## config.mk

```make
export PLATFORM = sky130hd
export DESIGN_NAME = dpwm_deadtime
export DESIGN_NICKNAME = d
export VERILOG_FILES = /design/src/rtl/dpwm_pkg.sv /design/src/rtl/dpwm_clamp.sv /design/src/rtl/dpwm_edge_sched.sv /design/src/rtl/dpwm_seq.sv /design/src/rtl/dpwm_deadtime.sv
export SDC_FILE = /design/constraint.sdc
export NUM_CORES = 1
export LEC_CHECK = 0
export ABC_AREA = 1
export BUFFER_PORTS_ARGS = -buffer_cell sky130_fd_sc_hd__buf_2
export CAP_MARGIN = 20
export CORE_MARGIN = 3
export CORE_UTILIZATION = 37
export CTS_CLUSTER_SIZE = 14
export DETAILED_ROUTE_END_ITERATION = 12
export HOLD_SLACK_MARGIN = 0.15
export PLACE_DENSITY = 0.52
export RECOVER_POWER = 100
export SYNTH_ARGS = -nofsm -noshare
export SYNTH_HDL_FRONTEND = slang
export SYNTH_SLANG_ARGS = --single-unit
```

## constraint.sdc

```tcl
create_clock -name clk -period 12.2 [get_ports clk]
set_input_delay 2.44 -clock clk [delete_from_list [all_inputs] [get_ports clk]]
set_output_delay 2.44 -clock clk [all_outputs]
set_load 0.02 [all_outputs]
```

## src/rtl/dpwm_pkg.sv

```systemverilog
package dpwm_pkg;
  typedef enum logic {MODE_PWM = 1'b0, MODE_PFM = 1'b1} mode_e;
  typedef enum logic {ST_IDLE = 1'b0, ST_RUN = 1'b1} state_e;
  // edge slots in the schedule vector
  localparam int E_HS_ON  = 0;
  localparam int E_HS_OFF = 1;
  localparam int E_LS_ON  = 2;
  localparam int E_LS_OFF = 3;
  localparam int N_EDGES  = 4;
endpackage

```

## src/rtl/dpwm_clamp.sv

```systemverilog
module dpwm_clamp #(
  parameter int DW    = 14,
  parameter int FLOOR = 16
) (
  input  logic [DW-1:0] cmd,
  input  logic [DW-1:0] lim_min,
  input  logic [DW-1:0] lim_max,
  output logic [DW-1:0] ton
);
  logic [DW-1:0] hi_cut, lo_cut;
  always_comb begin
    hi_cut = (cmd > lim_max) ? lim_max : cmd;
    lo_cut = (hi_cut < lim_min) ? lim_min : hi_cut;
    ton    = (lo_cut < DW'(FLOOR)) ? DW'(FLOOR) : lo_cut;
  end
endmodule

```

## src/rtl/dpwm_edge_sched.sv

```systemverilog
module dpwm_edge_sched
  import dpwm_pkg::*;
#(
  parameter int DW  = 14,
  parameter int FW  = 4,
  parameter int TW  = DW + 2,
  parameter int CTW = TW - FW
) (
  input  logic [DW-1:0]                  ton,
  input  logic [DW-1:0]                  dead_lh,
  input  logic [DW-1:0]                  dead_hl,
  input  logic [DW-1:0]                  ls_on,
  output logic [N_EDGES-1:0][CTW-1:0]    ecoarse,
  output logic [N_EDGES-1:0][FW-1:0]     efine
);
  localparam int ONE_CYC = 1 << FW;
  logic [DW-1:0] dlh, dhl, lso;
  logic [N_EDGES-1:0][TW-1:0] etime;

  always_comb begin
    dlh = (dead_lh == '0) ? DW'(1) : dead_lh;
    dhl = (dead_hl == '0) ? DW'(1) : dead_hl;
    lso = (ls_on < DW'(ONE_CYC)) ? DW'(ONE_CYC) : ls_on;
    etime[E_HS_ON]  = TW'(dlh);
    etime[E_HS_OFF] = etime[E_HS_ON]  + TW'(ton);
    etime[E_LS_ON]  = etime[E_HS_OFF] + TW'(dhl);
    etime[E_LS_OFF] = etime[E_LS_ON]  + TW'(lso);
  end

  for (genvar i = 0; i < N_EDGES; i++) begin : g_split
    assign ecoarse[i] = etime[i][TW-1:FW];
    assign efine[i]   = etime[i][FW-1:0];
  end
endmodule

```

## src/rtl/dpwm_seq.sv

```systemverilog
module dpwm_seq
  import dpwm_pkg::*;
#(
  parameter int CW  = 10,
  parameter int CTW = 12
) (
  input  logic           clk,
  input  logic           rst,
  input  logic           cfg_mode,
  input  logic [CW-1:0]  period,
  input  logic           trig,
  input  logic [CTW-1:0] end_c,
  output logic           start,
  output logic           run,
  output mode_e          mode_l,
  output logic [CTW-1:0] cnt
);
  state_e       st;
  logic [CTW:0] cnt_nxt;
  logic         last_pwm, idle_go, wrap_go, stop;

  always_comb begin
    cnt_nxt  = {1'b0, cnt} + 1'b1;
    last_pwm = cnt_nxt >= (CTW+1)'(period);
    idle_go  = (st == ST_IDLE) && ((cfg_mode == MODE_PWM) || trig);
    wrap_go  = (st == ST_RUN) && (mode_l == MODE_PWM) && last_pwm && (cfg_mode == MODE_PWM);
    start    = idle_go || wrap_go;
    stop     = (st == ST_RUN) &&
               (((mode_l == MODE_PWM) && last_pwm && (cfg_mode == MODE_PFM)) ||
                ((mode_l == MODE_PFM) && (cnt == end_c)));
  end

  assign run = (st == ST_RUN);

  always_ff @(posedge clk) begin
    if (rst) begin
      st     <= ST_IDLE;
      cnt    <= '0;
      mode_l <= MODE_PWM;
    end else if (start) begin
      st     <= ST_RUN;
      cnt    <= '0;
      mode_l <= mode_e'(cfg_mode);
    end else if (stop) begin
      st     <= ST_IDLE;
      cnt    <= '0;
    end else if (st == ST_RUN) begin
      cnt    <= cnt_nxt[CTW-1:0];
    end
  end
endmodule

```

## src/rtl/dpwm_deadtime.sv

```systemverilog
module dpwm_deadtime
  import dpwm_pkg::*;
#(
  parameter int CW = 10,
  parameter int FW = 4,
  parameter int DW = CW + FW
) (
  input  logic          clk,
  input  logic          rst,
  input  logic          cfg_mode,
  input  logic [CW-1:0] cfg_period,
  input  logic [DW-1:0] cfg_ton_min,
  input  logic [DW-1:0] cfg_ton_max,
  input  logic [DW-1:0] cfg_dead_lh,
  input  logic [DW-1:0] cfg_dead_hl,
  input  logic [DW-1:0] cfg_ls_on,
  input  logic [DW-1:0] ton_cmd,
  input  logic          pfm_trig,
  output logic          hs_gate,
  output logic          ls_gate,
  output logic [FW-1:0] hs_tap,
  output logic [FW-1:0] ls_tap
);
  localparam int TW      = DW + 2;
  localparam int CTW     = TW - FW;
  localparam int ONE_CYC = 1 << FW;

  logic [DW-1:0] ton_cl;
  logic [DW-1:0] ton_q, dlh_q, dhl_q, ls_q;
  logic [N_EDGES-1:0][CTW-1:0] ec;
  logic [N_EDGES-1:0][FW-1:0]  ef;
  logic           start, run;
  mode_e          mode_l;
  logic [CTW-1:0] cnt, end_c;
  logic           mode_pfm;
  logic           hs_n, ls_n;
  logic [FW-1:0]  hs_tap_n, ls_tap_n;

  dpwm_clamp #(.DW(DW), .FLOOR(ONE_CYC)) u_clamp (
    .cmd(ton_cmd), .lim_min(cfg_ton_min), .lim_max(cfg_ton_max), .ton(ton_cl)
  );

  // shadow set: captured only when a period or shot begins
  always_ff @(posedge clk) begin
    if (rst) begin
      ton_q <= '0; dlh_q <= '0; dhl_q <= '0; ls_q <= '0;
    end else if (start) begin
      ton_q <= ton_cl;
      dlh_q <= cfg_dead_lh;
      dhl_q <= cfg_dead_hl;
      ls_q  <= cfg_ls_on;
    end
  end

  dpwm_edge_sched #(.DW(DW), .FW(FW), .TW(TW), .CTW(CTW)) u_sched (
    .ton(ton_q), .dead_lh(dlh_q), .dead_hl(dhl_q), .ls_on(ls_q),
    .ecoarse(ec), .efine(ef)
  );

  assign end_c    = ec[E_LS_OFF];
  assign mode_pfm = (mode_l == MODE_PFM);

  dpwm_seq #(.CW(CW), .CTW(CTW)) u_seq (
    .clk(clk), .rst(rst), .cfg_mode(cfg_mode), .period(cfg_period),
    .trig(pfm_trig), .end_c(end_c), .start(start), .run(run),
    .mode_l(mode_l), .cnt(cnt)
  );

  always_comb begin
    hs_n = run && (cnt >= ec[E_HS_ON]) && (cnt < ec[E_HS_OFF]);
    ls_n = run && (cnt >= ec[E_LS_ON]) && (!mode_pfm || (cnt < ec[E_LS_OFF]));
    hs_tap_n = hs_tap;
    if (hs_n && !hs_gate)
      hs_tap_n = ef[E_HS_ON];
    else if (!hs_n && hs_gate)
      hs_tap_n = (run && cnt == ec[E_HS_OFF]) ? ef[E_HS_OFF] : '0;
    ls_tap_n = ls_tap;
    if (ls_n && !ls_gate)
      ls_tap_n = ef[E_LS_ON];
    else if (!ls_n && ls_gate)
      ls_tap_n = (run && mode_pfm && cnt == ec[E_LS_OFF]) ? ef[E_LS_OFF] : '0;
  end

  always_ff @(posedge clk) begin
    if (rst) begin
      hs_gate <= 1'b0; ls_gate <= 1'b0; hs_tap <= '0; ls_tap <= '0;
    end else begin
      hs_gate <= hs_n; ls_gate <= ls_n; hs_tap <= hs_tap_n; ls_tap <= ls_tap_n;
    end
  end
endmodule

```

; Yosys cells after proc, flatten, opt, wreduce, memory -nomap -nowiden
; Cells that the tools add are included.
[op_classes]
n_lt_le_gt_ge = 9
bitwise_logic = 3
n_reduce_logical = 34
n_mux = 14
eq_ne = 2
n_addsub = 4
[op_table]
columns = cell, n
row1 = 2-to-1 mux 14 bit, 6
row2 = adder 16 x 14 -> 16 bit, 2
row3 = logical NOT 14 bit, 2
row4 = less-than comparator 14 x 5 -> 1 bit (second input constant), 2
row5 = equality test 12 bit, 2
row6 = less-than comparator 12 bit, 2
row7 = 2-to-1 mux 4 bit, 6
row8 = logical AND 1 bit, 19
row9 = adder 14 x 14 -> 15 bit, 1
row10 = > comparator 14 bit, 1
row11 = less-than comparator 14 bit, 1
row12 = adder 12 x 1 -> 13 bit (second input constant), 1
row13 = >= comparator 13 x 10 -> 1 bit, 1
row14 = >= comparator 12 x 10 -> 1 bit, 1
row15 = >= comparator 12 bit, 1
row16 = nonzero test 2 bit, 3
row17 = logical NOT 1 bit, 5
row18 = logical OR 1 bit, 4
row19 = NOT 1 bit, 3
row20 = OR reduction 3 bit, 1
row21 = 2-to-1 mux 1 bit, 2
[word_totals]
elab_cells = 77
ff_bits = 80
input_bits = 98
out_inout_bits = 10

; Logic depth before layout (Yosys ltp)
[depth]
word_depth = 12
depth_mapped = 44
ltp_nobuf = 44

; Hierarchy
; Synthesis repeated with hierarchy kept, for this count alone.
[hier_totals]
hier_cells = 1323
hier_area_um2 = 8804.7
[modules_own_cells]
columns = module, seq_area_each_um2, cells_each, instances, area_per_inst_um2
row1 = dpwm_deadtime, 1321.3, 514, 1, 3848.7
row2 = dpwm_edge_sched, 0.0, 407, 1, 2442.3
row3 = dpwm_seq, 280.3, 200, 1, 1290.0
row4 = dpwm_clamp, 0.0, 202, 1, 1223.7

; Worst setup path before layout
; No wires, ideal clock.
[synth_timing]
kind = register -> register
start = register dlh_q[9]
end = register ls_tap[3]
setup_slack_ps = 5953
t_required_ps = 12144
stages_incl_launch_ff = 43
n_path_buf = 0
setup_ps = 56
period_less_slack_ps = 6247
arrival_time_ps = 6190
cell_sequence = dfxtp_1 -> nor4_1 -> nand3_1 -> o41ai_1 -> ha_1 -> inv_1 -> fa_1 -> inv_1 -> nand3_1 -> nand2_1 -> xnor2_1 -> inv_1 -> ha_1 -> inv_1 -> o21ai_0 -> nand3_1 -> a21oi_1 -> xor2_1 -> [7 not listed] -> nand2_1 -> nand2_1 -> nand2_1 -> nand2_1 -> nand2_1 -> nand2_1 -> ha_1 -> nand4_1 -> nor3_1 -> nand2_1 -> a31oi_1 -> nor2_1 -> ha_1 -> inv_1 -> o21ai_0 -> o21ai_0 -> nand2_1 -> inv_1
[synth_between]
elab_chain_cells = 11
word_cells_on_any_way = 19
cone_classes = 3 x add/sub / 2 x order compare / 1 x eq/ne / 4 x mux / 9 x reduce/logical
[synth_rtl]
columns = item, line_no
row1 = "start, declared", dpwm_deadtime.sv:29  ; logic [DW-1:0] ton_q, dlh_q, dhl_q, ls_q;
row2 = "start signal, assigned", dpwm_deadtime.sv:49  ; dlh_q <= cfg_dead_lh;
row3 = logical NOT 14 bit, dpwm_edge_sched.sv:21  ; dlh = (dead_lh == '0) ? DW'(1) : dead_lh;
row4 = 2-to-1 mux 14 bit *, dpwm_edge_sched.sv:21
row5 = adder 14 x 14 -> 15 bit *, dpwm_edge_sched.sv:25  ; etime[E_HS_OFF] = etime[E_HS_ON] + TW'(ton);
row6 = adder 16 x 14 -> 16 bit *, dpwm_edge_sched.sv:26  ; etime[E_LS_ON] = etime[E_HS_OFF] + TW'(dhl);
row7 = adder 16 x 14 -> 16 bit, dpwm_edge_sched.sv:27  ; etime[E_LS_OFF] = etime[E_LS_ON] + TW'(lso);
row8 = less-than comparator 12 bit, dpwm_deadtime.sv:71  ; ls_n = run && (cnt >= ec[E_LS_ON]) && (!mode_pfm || (cnt < ec[E_LS_OFF]));
row9 = logical OR 1 bit, dpwm_deadtime.sv:71
row10 = logical AND 1 bit *, dpwm_deadtime.sv:71
row11 = net ls_n, dpwm_deadtime.sv:36  ; logic hs_n, ls_n;
row12 = logical NOT 1 bit, dpwm_deadtime.sv:80  ; else if (!ls_n && ls_gate)
row13 = logical AND 1 bit, dpwm_deadtime.sv:80
row14 = nonzero test 2 bit (no source line), --
row15 = "end signal, assigned", dpwm_deadtime.sv:88  ; hs_gate <= hs_n; ls_gate <= ls_n; hs_tap <= hs_tap_n; ls_tap <= ls_tap_n;
row16 = "end, declared", dpwm_deadtime.sv:22  ; output logic [FW-1:0] ls_tap
; The timed path passes the listed nets; every way through them passes the cells marked *. The select of a mux whose other input is x is not followed.
; A chain may end at the register's enable or synchronous reset.

; Worst setup path in the final report
; Ends and elaborated chain as after synthesis.

==> results.toml <==
[outcome]
outcome = "finished clean"

[synthesis]
synth_seq_cells = 80
syn_area_per_cell_um2 = 6.67
synth_edf_count = 0
syn_inst = 1163
ys_seq_area_frac = 0.206
synthArstFlopShare = 0
synth_warnings = 0
synth.top_cell.area_share = 0.206
ys_types = 46
netlist_area_mm2 = 0.00776
yosys.area.top_type = "dfxtp_1"
syn_nets = 1382
synthFlopType = "dfxtp_1"
ys_top_cells_by_area = "dfxtp_1 (21%), ha_1 (19%), nand2_1 (12%)"

[pwr]
ir_drop_v = 0.0000672
pwr-share-comb = 0.491
powerDensity_mw_per_mm2 = 145
intPower_uw = 715
p_sw_frac = 0.431
p_leak_nw = 4.54
p_switching_uw = 541
power_mw = 1.26
pwr-share-seq = 0.253
power_frac_clock = 0.256

[critical_path]
required_ns = 12.49
cp_max_fo = 5
crit_start = "dlh_q[9]"
crit_buf_inv = 8
path_common_cell = "nand2_1"
worst-setup-path-type = "flop to flop"
arrival_ns = 7.71
slowest_stage = "o21ai_0"
start_kind = "flop"
r2r-start = "dlh_q[9]"
cpPeakStageDelay_ns = 0.44
crit_family = "simple AND/OR/NAND/NOR gates"
crit_path_end_kind = "flop"

[sta]
skew_ns = 0.0113
fmax_ghz = 0.135
rsz0062_at_grt = "no"
finalSetupViolCount = 0
final-hold-violation-count = 0
slew_viol_final = 0
tightest_slew_ns = 1.43
period_needed_ns = 7.41
period_share = 0.608
relSlewSlack = 0.0468
tns_ns = 0
holdWs_ns = 0.474

[cts]
cts_buffers = 9
cts_tree = "yes"
htreeDepth = 3
clock_path_buffers = 2
clkTransAtPathRegs_ns = 0.07
clk_latency_ns = 0.35
cts.repair.resized = 0
cts_hold_buf = 0
post-cts-setup-buffer-count = 0
cts.sinks = 80
cts_root_buffer = "clkbuf_16"

[global_routing]
antenna_found_initial = 0
grt_util_all_layers = 0.192
grt_use_met3 = 0.0293
grt_use_met1 = 0.269
grt_pass1_vias = 6896
grt_use_met2 = 0.311
grt_pass1_wl_um = 34500
grt_max_degree = 44
overflow = 0
gr-max-usage-layer = "met2"

[finish]
syn_to_final_growth_pct = 12.0
drive_gt1_frac = 0.112
final_common_cell = "nand2_1"
fin_util = 0.425
multiInputGateArea_mm2 = 0.00509
stdcell_count = 1506
regArea_mm2 = 0.00160
diodes = 0
fin_nets = 1450
final_cell_mix = "nand2_1 (256), inv_1 (207), ha_1 (118)"
fillers = 2276

[placed_design]
dp_hpwl_um = 17700
place_inst = 1490
io_buffer_count = 107
place_congestion = 0.899

[die]
start_util = 0.380
fp.dieW_um = 151
fp-row-count = 52
dieArea_mm2 = 0.0228
core_area_mm2 = 0.0204
io_pins = 108
die_y_um = 151

[hold_path]
min-delay-start = "ton_q[13]"
hp-class = "flop to flop"

[drt]
ant_nets = 0
wl_per_cell_um = 14.1
viasPerCell = 4.86
dr.pass1.iters = 5
drt_iter0_drc = 311
routed_wirelength_um = 21300
drc = 0
vias = 7318

[job]
drv_cap = 0
==> cell type report <==
class,instances,area share
clock buffers,10,0.0263
clock inverters,6,0.0132
inverters,211,0.0911
multi-input cells,821,0.585
flip-flops and latches,80,0.184
well taps,270,0.0389
repair buffers,108,0.0607
==> through the flow <==
stage                     setup WS [ns]  area (um2)
after floorplan                    5.95        7760
after global placement             5.13        8400
after detailed placement           4.81        8400
after CTS                          4.77        8750
after global routing               3.83        8690
final                              4.79        8690
==> sequential cells by signal, summed over array words and instances (netlist names), 4 cells and up <==
name,flops
dhl_q,14
dlh_q,14
hs_tap,4
ls_q,14
ls_tap,4
ton_q,14
u_seq.cnt,12
==> worst min-delay path, delay by kind of cell (launching register included) <==
kind / cells / cell delay [ns]
flip-flops: 1 / 0.34
AO/OA/AOI/OAI: 1 / 0.05
AND/OR/NAND/NOR: 1 / 0.05
==> power groups by stage <==
stage | logic (mW) | clock network (mW) | registers [mW]
after floorplan | 0.471 | 0 | 0.318
after global placement | 0.625 | 0 | 0.324
after detailed placement | 0.621 | 0 | 0.325
after CTS | 0.625 | 0.327 | 0.319
after global routing | 0.717 | 0.336 | 0.323
final | 0.616 | 0.321 | 0.318
==> cells in the mapped netlist (3+ instances only) <==
cell type and instances:
inv_1 206, nand3_1 43, buf_6 3, nor4_1 4, nand2_4 4, nor3_1 15
nor2_1 57, dfxtp_1 80, a21oi_2 4, xor2_1 34, a22o_1 11, inv_2 5
a211oi_1 10, nand4_1 23, nor3_2 3, ha_1 118, clkbuf_1 36, nand2_2 10
buf_4 5, o21ai_1 13, buf_2 6, a31oi_1 9, o21bai_1 12, nand2_1 251
o21ai_0 84, or2_2 5, xnor2_1 7, a21oi_1 76, fa_1 3
==> path summary, 6_finish.rpt <==
kind                            slack (ns)  depth (start not counted)   endpoint
worst min-delay path                  0.47                          2  ton_q[13]
worst max-delay path                  4.79                         42  ls_tap[3]
worst max register to register        4.79                         42  ls_tap[3]
worst min register to register        0.47                          2  ton_q[13]
==> logic make-up (layout without fill, tap and decap cells) <==
group / count (synthesis) / in the layout / synth area share
compound gates: 238 / 238 / 0.178
xor+xnor: 43 / 43 / 0.0505
fa+ha+maj: 121 / 121 / 0.198
buf+inv: 262 / 335 / 0.133
flops: 80 / 80 / 0.206
simple gates: 419 / 419 / 0.234
==> layer usage <==
layer / vias up / share of wire
li1: 3925 / -
met3: 20 / 0.036
met4: 0 / 0.013
met5: - / 0
met1: 3257 / 0.50
met2: 116 / 0.45
Power figures use the tool's default switching activity.
